**config.mk**
```make
export PLATFORM = sky130hd
export DESIGN_NAME = flash_bufprog_seq
export DESIGN_NICKNAME = d
export VERILOG_FILES = /design/src/rtl/fbp_pkg.sv /design/src/rtl/fbp_req_check.sv /design/src/rtl/fbp_poll_timer.sv /design/src/rtl/flash_bufprog_seq.sv
export SDC_FILE = /design/constraint.sdc
export NUM_CORES = 1
export LEC_CHECK = 0
export CAP_MARGIN = 20
export CORE_ASPECT_RATIO = 1.75
export CORE_MARGIN = 5
export CORE_UTILIZATION = 49
export CTS_BUF_LIST = sky130_fd_sc_hd__clkbuf_16
export CTS_CLUSTER_DIAMETER = 60
export DETAILED_ROUTE_END_ITERATION = 10
export MAX_ROUTING_LAYER = met4
export PLACE_DENSITY = 0.93
export SLEW_MARGIN = 20
export SYNTH_ARGS = -nofsm -noshare
export SYNTH_HDL_FRONTEND = slang
export SYNTH_SLANG_ARGS = --single-unit
```
**constraint.sdc**
```tcl
create_clock -name clk -period 6.6 [get_ports clk]
set_clock_uncertainty 0.1 [all_clocks]
set_input_delay 0.66 -clock clk [delete_from_list [all_inputs] [get_ports clk]]
set_output_delay 0.66 -clock clk [all_outputs]
set_load 0.01 [all_outputs]
```
**src/rtl/fbp_pkg.sv**
```systemverilog
package fbp_pkg;

    localparam logic [7:0] CMD_BUF_SETUP  = 8'hE8;
    localparam logic [7:0] CMD_CONFIRM    = 8'hD0;
    localparam logic [7:0] CMD_READ_ARRAY = 8'hFF;
    localparam int         STAT_READY_BIT = 7;

    typedef enum logic [3:0] {
        S_IDLE,
        S_SETUP,
        S_AV_RD,
        S_AV_CHK,
        S_COUNT,
        S_DATA,
        S_CONF,
        S_DN_RD,
        S_DN_CHK,
        S_RDARR,
        S_FIN
    } fbp_state_e;

    typedef struct packed {
        logic        we;
        logic        re;
        logic [15:0] data;
    } fbp_bus_t;

    function automatic logic [15:0] cmd_word(input logic [7:0] c);
        return {8'h00, c};
    endfunction

endpackage

```
**src/rtl/fbp_req_check.sv**
```systemverilog
module fbp_req_check #(
    parameter int BUF_WORDS = 32,
    localparam int OFF_W = $clog2(BUF_WORDS),
    localparam int LEN_W = OFF_W + 1
) (
    input  logic [OFF_W-1:0] offset,
    input  logic [LEN_W-1:0] len,
    output logic             ok
);
    logic [LEN_W:0] span;

    always_comb begin
        span = (LEN_W + 1)'(offset) + (LEN_W + 1)'(len);
        ok   = (len != '0) && (len <= LEN_W'(BUF_WORDS)) && (span <= (LEN_W + 1)'(BUF_WORDS));
    end
endmodule

```
**src/rtl/fbp_poll_timer.sv**
```systemverilog
module fbp_poll_timer #(
    parameter int MAX_POLLS = 8,
    localparam int CW = $clog2(MAX_POLLS + 1)
) (
    input  logic clk,
    input  logic rst,
    input  logic clr,
    input  logic step,
    output logic last
);
    logic [CW-1:0] cnt;

    always_ff @(posedge clk) begin
        if (rst || clr) cnt <= '0;
        else if (step && !last) cnt <= cnt + 1'b1;
    end

    assign last = (cnt == CW'(MAX_POLLS - 1));

    AST_POLL_BOUND: assert property (@(posedge clk) disable iff (rst)
        cnt < CW'(MAX_POLLS));
endmodule

```
**src/rtl/flash_bufprog_seq.sv**
```systemverilog
module flash_bufprog_seq
    import fbp_pkg::*;
#(
    parameter int ADDR_W    = 23,
    parameter int BUF_WORDS = 32,
    parameter int MAX_POLLS = 8,
    localparam int OFF_W = $clog2(BUF_WORDS),
    localparam int LEN_W = OFF_W + 1
) (
    input  logic              clk,
    input  logic              rst,
    input  logic              req_valid,
    output logic              req_ready,
    input  logic [ADDR_W-1:0] req_addr,
    input  logic [LEN_W-1:0]  req_len,
    input  logic              wr_valid,
    output logic              wr_ready,
    input  logic [15:0]       wr_data,
    output logic              fl_we,
    output logic              fl_re,
    output logic [ADDR_W-1:0] fl_addr,
    output logic [15:0]       fl_wdata,
    input  logic [15:0]       fl_rdata,
    output logic              done,
    output logic              aborted,
    output logic [7:0]        status,
    output logic              req_err
);
    fbp_state_e        state, nxt;
    logic [ADDR_W-1:0] start_q;
    logic [LEN_W-1:0]  len_q, idx_q;
    logic [7:0]        status_q;
    logic              abort_q, err_q;
    logic              req_ok, tmr_clr, tmr_step, tmr_last;
    fbp_bus_t          bus;

    fbp_req_check #(.BUF_WORDS(BUF_WORDS)) u_check (
        .offset (req_addr[OFF_W-1:0]),
        .len    (req_len),
        .ok     (req_ok)
    );

    fbp_poll_timer #(.MAX_POLLS(MAX_POLLS)) u_timer (
        .clk  (clk),
        .rst  (rst),
        .clr  (tmr_clr),
        .step (tmr_step),
        .last (tmr_last)
    );

    always_comb begin
        nxt       = state;
        bus       = '{we: 1'b0, re: 1'b0, data: 16'h0000};
        fl_addr   = start_q;
        req_ready = 1'b0;
        wr_ready  = 1'b0;
        tmr_clr   = 1'b0;
        tmr_step  = 1'b0;
        unique case (state)
            S_IDLE: begin
                req_ready = 1'b1;
                tmr_clr   = 1'b1;
                if (req_valid && req_ok) nxt = S_SETUP;
            end
            S_SETUP: begin
                bus = '{we: 1'b1, re: 1'b0, data: cmd_word(CMD_BUF_SETUP)};
                nxt = S_AV_RD;
            end
            S_AV_RD: begin
                bus.re = 1'b1;
                nxt    = S_AV_CHK;
            end
            S_AV_CHK: begin
                if (fl_rdata[STAT_READY_BIT]) nxt = S_COUNT;
                else if (tmr_last)            nxt = S_RDARR;
                else begin
                    tmr_step = 1'b1;
                    nxt      = S_SETUP;
                end
            end
            S_COUNT: begin
                bus = '{we: 1'b1, re: 1'b0, data: {8'h00, 8'(len_q - LEN_W'(1))}};
                nxt = S_DATA;
            end
            S_DATA: begin
                wr_ready = 1'b1;
                if (wr_valid) begin
                    bus     = '{we: 1'b1, re: 1'b0, data: wr_data};
                    fl_addr = start_q + ADDR_W'(idx_q);
                    if (idx_q == len_q - LEN_W'(1)) nxt = S_CONF;
                end
            end
            S_CONF: begin
                bus = '{we: 1'b1, re: 1'b0, data: cmd_word(CMD_CONFIRM)};
                nxt = S_DN_RD;
            end
            S_DN_RD: begin
                bus.re = 1'b1;
                nxt    = S_DN_CHK;
            end
            S_DN_CHK: nxt = fl_rdata[STAT_READY_BIT] ? S_RDARR : S_DN_RD;
            S_RDARR: begin
                bus = '{we: 1'b1, re: 1'b0, data: cmd_word(CMD_READ_ARRAY)};
                nxt = S_FIN;
            end
            S_FIN:   nxt = S_IDLE;
            default: nxt = S_IDLE;
        endcase
    end

    always_ff @(posedge clk) begin
        if (rst) begin
            state    <= S_IDLE;
            start_q  <= '0;
            len_q    <= '0;
            idx_q    <= '0;
            status_q <= '0;
            abort_q  <= 1'b0;
            err_q    <= 1'b0;
        end else begin
            state <= nxt;
            err_q <= (state == S_IDLE) && req_valid && !req_ok;
            if (state == S_IDLE && req_valid && req_ok) begin
                start_q <= req_addr;
                len_q   <= req_len;
                idx_q   <= '0;
                abort_q <= 1'b0;
            end
            if (state == S_AV_CHK || state == S_DN_CHK) status_q <= fl_rdata[7:0];
            if (state == S_AV_CHK && !fl_rdata[STAT_READY_BIT] && tmr_last) abort_q <= 1'b1;
            if (state == S_DATA && wr_valid) idx_q <= idx_q + LEN_W'(1);
        end
    end

    assign fl_we    = bus.we;
    assign fl_re    = bus.re;
    assign fl_wdata = bus.data;
    assign done     = (state == S_FIN);
    assign aborted  = done && abort_q;
    assign status   = status_q;
    assign req_err  = err_q;

    AST_BUS_EXCL: assert property (@(posedge clk) disable iff (rst)
        !(fl_we && fl_re));
    AST_READY_QUIET: assert property (@(posedge clk) disable iff (rst)
        req_ready |-> !fl_we && !fl_re);
    AST_SETUP_THEN_READ: assert property (@(posedge clk) disable iff (rst)
        (state == S_SETUP) |=> fl_re && $stable(fl_addr));
    AST_ERR_QUIET: assert property (@(posedge clk) disable iff (rst)
        req_err |-> !fl_we && !fl_re);
    AST_COUNT_LEGAL: assert property (@(posedge clk) disable iff (rst)
        (state == S_COUNT) |-> (fl_wdata[7:0] < 8'(BUF_WORDS)) && (fl_wdata[15:8] == 8'h00));
    AST_DONE_PULSE: assert property (@(posedge clk) disable iff (rst)
        done |=> !done);
    AST_DONE_AFTER_RDARR: assert property (@(posedge clk) disable iff (rst)
        $rose(done) |-> $past(fl_we) && ($past(fl_wdata) == cmd_word(CMD_READ_ARRAY)));
endmodule

```
==> flow_metrics.py, run 1 <==
metrics = {
    "cells_and_area": {
        "ff_latch_area_um2": 1060,
        "final_nets": 585,
        "diodes": 0,
        "finalNonFillerCells": 588,
        "n_fill_cell": 578,
        "drive_gt1_share_pct": 2.98,
        "multi_input_area_um2": 2180,
        "area_delta_synth_final_pct": 37.6,
    },
    "clock_tree": {
        "cts_inserted_buffers": 5,
        "root_buffer": "clkbuf_16",
        "clk_latency_ps": 290,
        "clkSinkCount": 53,
        "clkTransAtPathRegs_ps": 60,
        "htreeDepth": 2,
        "cts_resized": 0,
        "post-cts-setup-buffers": 0,
        "clk_path_buf_depth": 2,
        "cts_tree": "done",
        "cts_hold_buf": 0,
    },
    "global_routing": {
        "grt_max_degree": 51,
        "grt_use_met1_pct": 21.8,
        "use_met3_pct": 3.44,
        "grt_usage_pct": 22.2,
        "first_global_vias": 3443,
        "grt_pass1_wl_um": 15200,
        "grtUsageMet2_pct": 40.6,
        "grt-ovfl-total": 0,
        "grt_busiest_layer": "met2",
        "antenna_found_initial": 0,
    },
    "timing": {
        "setup_viol": 0,
        "slew_headroom_pct": 35.3,
        "slew_viol_final": 0,
        "hold_ws_ps": 374,
        "min_period_ps": 4180,
        "worstMarginPinSlew_ps": 970,
        "clock.fmax_mhz": 239,
        "setup_tns_ps": 0,
        "fin_crit_sh_pct": 63.3,
        "fin_ws_ps": 2420,
        "hold_violations": 0,
        "rsz0062_at_grt": "no",
    },
    "critical_path": {
        "critPathLaunchType": "register",
        "critPathTopFamily": "compound AO/OA/AOI/OAI gates",
        "ff2ff_setup_slack_ps": 3540,
        "critPathSlowestCell": "clkdlybuf4s50_1",
        "critPathMaxStageDelay_ps": 560,
        "crit_buf_inv": 2,
        "r2r_cells": 6,
        "worstPathMaxFanout": 6,
        "crit_arrival_ps": 3420,
        "critPathKind": "reg2out",
        "critPathCaptureType": "output pin",
        "required_ps": 5840,
        "crit_chain": "ha_1 -> inv_1 -> fa_1 -> nor2b_1 -> o21ai_0 -> a21boi_0 -> o211ai_1 -> nor3_1 -> xor2_1 -> clkdlybuf4s50_1",
        "cp-startpoint": "idx_q[0]$_SDFFE_PP0P_",
        "rr_endpoint": "start_q[18]$_SDFFE_PP0P_",
        "r2r_start": "state[0]$_SDFFE_PP0P_",
    },
    "worst_hold_path": {
        "min_path_type": "reg2reg",
        "whs_endpoint": "abort_q$_SDFFE_PP0P_",
        "hold_path.startpoint": "abort_q$_SDFFE_PP0P_",
        "min_path_cells": 2,
    },
    "flow_run": {
        "drv_cap": 0,
    },
    "place": {
        "dp.cells": 581,
        "portBuffers": 110,
        "place_worst_setup_slack_ps": 2500,
        "gp_congestion": 0.922,
        "dp_hpwl_um": 7210,
    },
    "routing": {
        "drt_iter0_markers": 167,
        "wl_per_cell_um": 15.8,
        "vias": 3320,
        "wl_um": 9270,
        "dr.pass1.iters": 4,
        "drc": 0,
        "ant_nets": 0,
        "vias_per_cell": 5.65,
    },
    "synth": {
        "avgSynthCellArea_um2": 8.43,
        "yosysWarnings": 0,
        "synth-edff-count": 0,
        "synth_top_cell_by_area": "dfxtp_1",
        "synth.area.top_cells": "dfxtp_1 31%, mux2i_1 11%, nor2_1 6.9%",
        "syn_area_um2": 3380,
        "ys_ff_latch": 53,
        "synthArstFlopShare_pct": 0,
        "seq_area_frac_synth_pct": 31.4,
        "synth_nets": 482,
        "ys_types": 58,
        "yosysTopAreaCellShare_pct": 31.4,
        "synthFlopType": "dfxtp_1",
        "syn_inst": 401,
    },
    "floorplanning": {
        "core_area_um2": 6810,
        "io_pins": 119,
        "row_count": 40,
        "die_h_um": 120,
        "dieArea_um2": 8720,
        "start_util_pct": 49.7,
        "die_width_um": 72.8,
    },
    "status": {
        "status": "completed",
    },
    "power": {
        "power_density_nw_per_um2": 218,
        "ir_worst_vdd_uv": 217,
        "leakage_uw": 0.00178,
    },
}
routing by layer:
| metal | vias up | share of wire [%] | routed length, µm |
|---|---|---|---|
| li1 | 1614 | - | - |
| met2 | 111 | 55 | 5140 |
| met5 | - | 0 | 0 |
| met3 | 33 | 4.1 | 379 |
| met4 | 0 | 4.1 | 382 |
| met1 | 1562 | 36 | 3370 |
synthesized netlist by cell type (all sizes together), types with 3 or more instances:
cell	n
a211oi	4
a21o	3
a21oi	16
and2	3
and3	14
buf	4
clkbuf	12
dfxtp	53
ha	14
inv	13
mux2i	38
nand2	29
nand2b	7
nand3	4
nand3b	4
nand4	3
nor2	62
nor2b	6
nor3	8
nor4	3
o211ai	3
o21a	3
o21ai	15
o31ai	3
or2	4
or3	4
xnor2	15
xor2	19
registers in the layout (all words and copies together), names as in the netlist:
register,cells
req_err,1
idx_q,6
state,4
u_timer.cnt,4
len_q,6
abort_q,1
status,8
start_q,23
how the worst max path moves through the flow:
stage	end	depth (start not counted)
after floorplan	fl_addr[22]	9
after global placement	start_q[11]$_SDFFE_PP0P_	10
after detailed placement	start_q[18]$_SDFFE_PP0P_	9
after CTS	fl_addr[22]	10
after global routing	fl_addr[22]	10
final	fl_addr[22]	10
cell type report:
| class | instances | share of cell area, % |
|---|---|---|
| sequential | 53 | 22.8 |
| clock buffer | 5 | 2.69 |
| clock inverter | 2 | 0.161 |
| multi-input combinational | 318 | 46.9 |
| timing repair buffer | 113 | 24.2 |
| tap | 84 | 2.26 |
| inverter | 13 | 1.05 |
report_power, final:
part	internal (µW)	total [µW]	leakage, µW	switching (µW)
combinational	208	383	0.00128	175
sequential	345	389	0.000429	43.8
clock	136	242	0.0000685	106
total	689	1010	0.00178	325
worst reg2reg max path: stages (launching register included):
cell,delay [ps]
dfxtp_1,460
nor4_1,630
nand2_1,230
a211oi_4,730
buf_4,470
mux2i_1,260
nor2_1,60
logic make-up (layout without fill, tap and decap cells):
family / Yosys count / in the layout / share of synthesized area (%)
AND/OR/NAND/NOR: 162 / 162 / 23.8
AO/OA/AOI/OAI: 67 / 67 / 13.5
flip-flops: 53 / 53 / 31.4
multiplexers: 38 / 38 / 11.3
XOR/XNOR: 35 / 35 / 9.48
buffers and inverters: 30 / 133 / 4.15
adder cells (fa/ha/maj): 16 / 16 / 6.37
placed cells by master, fill, tap and decap left out, drive strengths merged, types with 4 or more instances in the layout:
| master | count |
|---|---|
| dfxtp | 53 |
| inv | 14 |
| mux2i | 38 |
| nand2 | 29 |
| clkbuf | 5 |
| xnor2 | 15 |
| a21oi | 16 |
| nor2b | 6 |
| xor2 | 19 |
| nor2 | 62 |
| and3 | 14 |
| or3 | 4 |
| a211oi | 4 |
| o21ai | 15 |
| nor3 | 8 |
| nand3b | 4 |
| ha | 14 |
| nand3 | 4 |
| clkdlybuf4s50 | 110 |
| nand2b | 7 |
| or2 | 4 |
per-stage QoR:
stage / instance area, µm² / total power (µW) / util, %
after floorplan: 3380 / 605 / -
after global placement: 4520 / 767 / 66.4
after detailed placement: 4520 / 776 / 66.4
after CTS: 4650 / 1020 / 68.3
after global routing: 4650 / 1070 / 68.3
final: 4650 / 1010 / 68.3
No activity file was read; power rests on OpenSTA's default activity.
==> inputs of run 2 (changes only) <==
- CORE_UTILIZATION: 49 -> 41
- PLACE_DENSITY: 0.93 -> 0.84
- clock period: 6.6 -> 3.7 ns (I/O delays scaled with it)
==> run 2 against run 1 <==
Compared with the run above: sequential share of layout area decreased by 0.34 points; non-clock buffer count increased by 5; worst setup slack got worse by 2200 ps; largest cell class unchanged; clock power increased by 93%; sequential power increased by 71%; utilization decreased by 9.4 points; power increased by 84%; cell count increased by 2.0%; die area increased by 17%.
==> flow_metrics.py, run 2 (synthesis results as in run 1) <==
metrics = {
    "global_routing": {
        "grt_pass1_wl_um": 14900,
        "grt_usage_pct": 18.5,
        "first_global_vias": 3390,
        "grt-ovfl-total": 0,
        "antenna_found_initial": 0,
        "grt_max_degree": 51,
    },
    "timing": {
        "slew_headroom_pct": 34.2,
        "slew_viol_final": 0,
        "clock.fmax_mhz": 289,
        "rsz0062_at_grt": "yes",
        "hold_violations": 0,
        "fin_crit_sh_pct": 93.5,
        "hold_ws_ps": 368,
        "setup_viol": 0,
        "fin_ws_ps": 240,
        "min_period_ps": 3460,
        "worstMarginPinSlew_ps": 986,
    },
    "place": {
        "place_area_um2": 4560,
        "portBuffers": 110,
        "dp_hpwl_um": 7230,
        "gp_congestion": 0.849,
        "place_worst_setup_slack_ps": 249,
    },
    "floorplanning": {
        "row_count": 43,
        "core_area_um2": 8020,
        "die_h_um": 130,
        "die_width_um": 78.6,
        "io_pins": 119,
        "dieArea_um2": 10200,
        "start_util_pct": 42.2,
    },
    "routing": {
        "vias": 3337,
        "wl_per_cell_um": 15.3,
        "ant_nets": 0,
        "wl_um": 9170,
        "vias_per_cell": 5.56,
        "dr.pass1.iters": 4,
        "drc": 0,
        "drt_iter0_markers": 153,
    },
    "power": {
        "power_density_nw_per_um2": 395,
        "ir_worst_vdd_uv": 322,
        "leakage_uw": 0.00182,
        "finalPower_uw": 1870,
    },
    "cells_and_area": {
        "layout_common_cells": "109 x clkdlybuf4s50_1, 62 x nor2_1, 52 x dfxtp_1",
        "drive_gt1_share_pct": 5.29,
        "utilization_pct": 59.0,
        "largest_reg_flops": 23,
        "final_common_cell": "clkdlybuf4s50_1",
        "final_nets": 590,
        "diodes": 0,
        "n_fill_cell": 693,
        "final_area_um2": 4730,
        "area_delta_synth_final_pct": 39.8,
        "top_register": "start_q",
    },
    "critical_path": {
        "required_ps": 3230,
        "critPathKind": "reg2out",
        "critPathCaptureType": "output pin",
        "crit_arrival_ps": 2990,
        "ff2ff_setup_slack_ps": 1490,
        "crit_chain": "ha_1 -> inv_1 -> fa_1 -> nor2b_1 -> o21ai_0 -> a21boi_2 -> o21a_1 -> and4_1 -> xor2_1 -> clkdlybuf4s50_1",
        "critPathLaunchType": "register",
        "critPathSlowestCell": "clkdlybuf4s50_1",
        "worstPathMaxFanout": 6,
        "critPathMaxStageDelay_ps": 570,
    },
    "clock_tree": {
        "cts_hold_buf": 0,
        "cts_tree": "done",
        "root_buffer": "clkbuf_16",
        "clk_latency_ps": 290,
        "clk_path_buf_depth": 2,
        "cts_inserted_buffers": 5,
        "clkSinkCount": 53,
        "clkTransAtPathRegs_ps": 70,
        "htreeDepth": 2,
    },
    "worst_hold_path": {
        "min_path_type": "reg2reg",
    },
    "flow_run": {
        "drv_cap": 0,
    },
    "status": {
        "status": "completed",
    },
}
run 2: cell types whose count changed in the layout (fill, tap and decap cells not counted), sizes merged:
cell,change
buf,+6
clkdlybuf4s50,-1
clkinvlp,+1
run 2: power by group:
group	internal [µW]	switching, µW	leakage (µW)
sequential	616	48.3	0.000430
combinational	395	341	0.00132
clock	252	214	0.0000702
total	1260	604	0.00182
run 2: metal layers:
metal  routed length, µm  GRT usage [%]
met1                3390           18.7
met2                4890           34.4
met3                 547           2.83
met4                 342           9.06
met5                   0              -
run 2: worst paths after layout:
| kind | cells after the start | startpoint | end |
|---|---|---|---|
| setup / recovery | 10 | idx_q[0]$_SDFFE_PP0P_ | fl_addr[18] |
| hold / removal | 2 | abort_q$_SDFFE_PP0P_ | abort_q$_SDFFE_PP0P_ |
| setup reg to reg | 6 | state[3]$_SDFFE_PP0P_ | idx_q[0]$_SDFFE_PP0P_ |
| hold reg to reg | 2 | abort_q$_SDFFE_PP0P_ | abort_q$_SDFFE_PP0P_ |
run 2: stage by stage:
step                std cells  TNS [ps]
floorplan                 401         0
global placement          591         0
detailed placement        591         0
CTS                       599         0
global route              600     -3.30
finish                    600         0
run 2: timing repair:
action / CTS / global route
buffers inserted: 0 / 1
gates resized for setup: 1 / 4
pin swaps: 0 / 2
endpoints found under the setup margin: 4 / 8
run 2: final cells by class:
type	count	area (µm²)	area share, %
Timing Repair Buffer	118	1170	24.7
Clock buffer	5	125	2.65
Sequential cell	53	1060	22.5
Tap cell	90	113	2.38
Clock inverter	3	21.3	0.450
Multi-Input combinational cell	318	2190	46.3
Inverter	13	48.8	1.03
run 2: worst max-delay path, delay by kind of cell (launching register included):
kind                     cells  cell delay [ps]
buffers and inverters        2              620
AO/OA/AOI/OAI                3              580
adder cells (fa/ha/maj)      2              570
flip-flops                   1              380
AND/OR/NAND/NOR              2              340
XOR/XNOR                     1              190
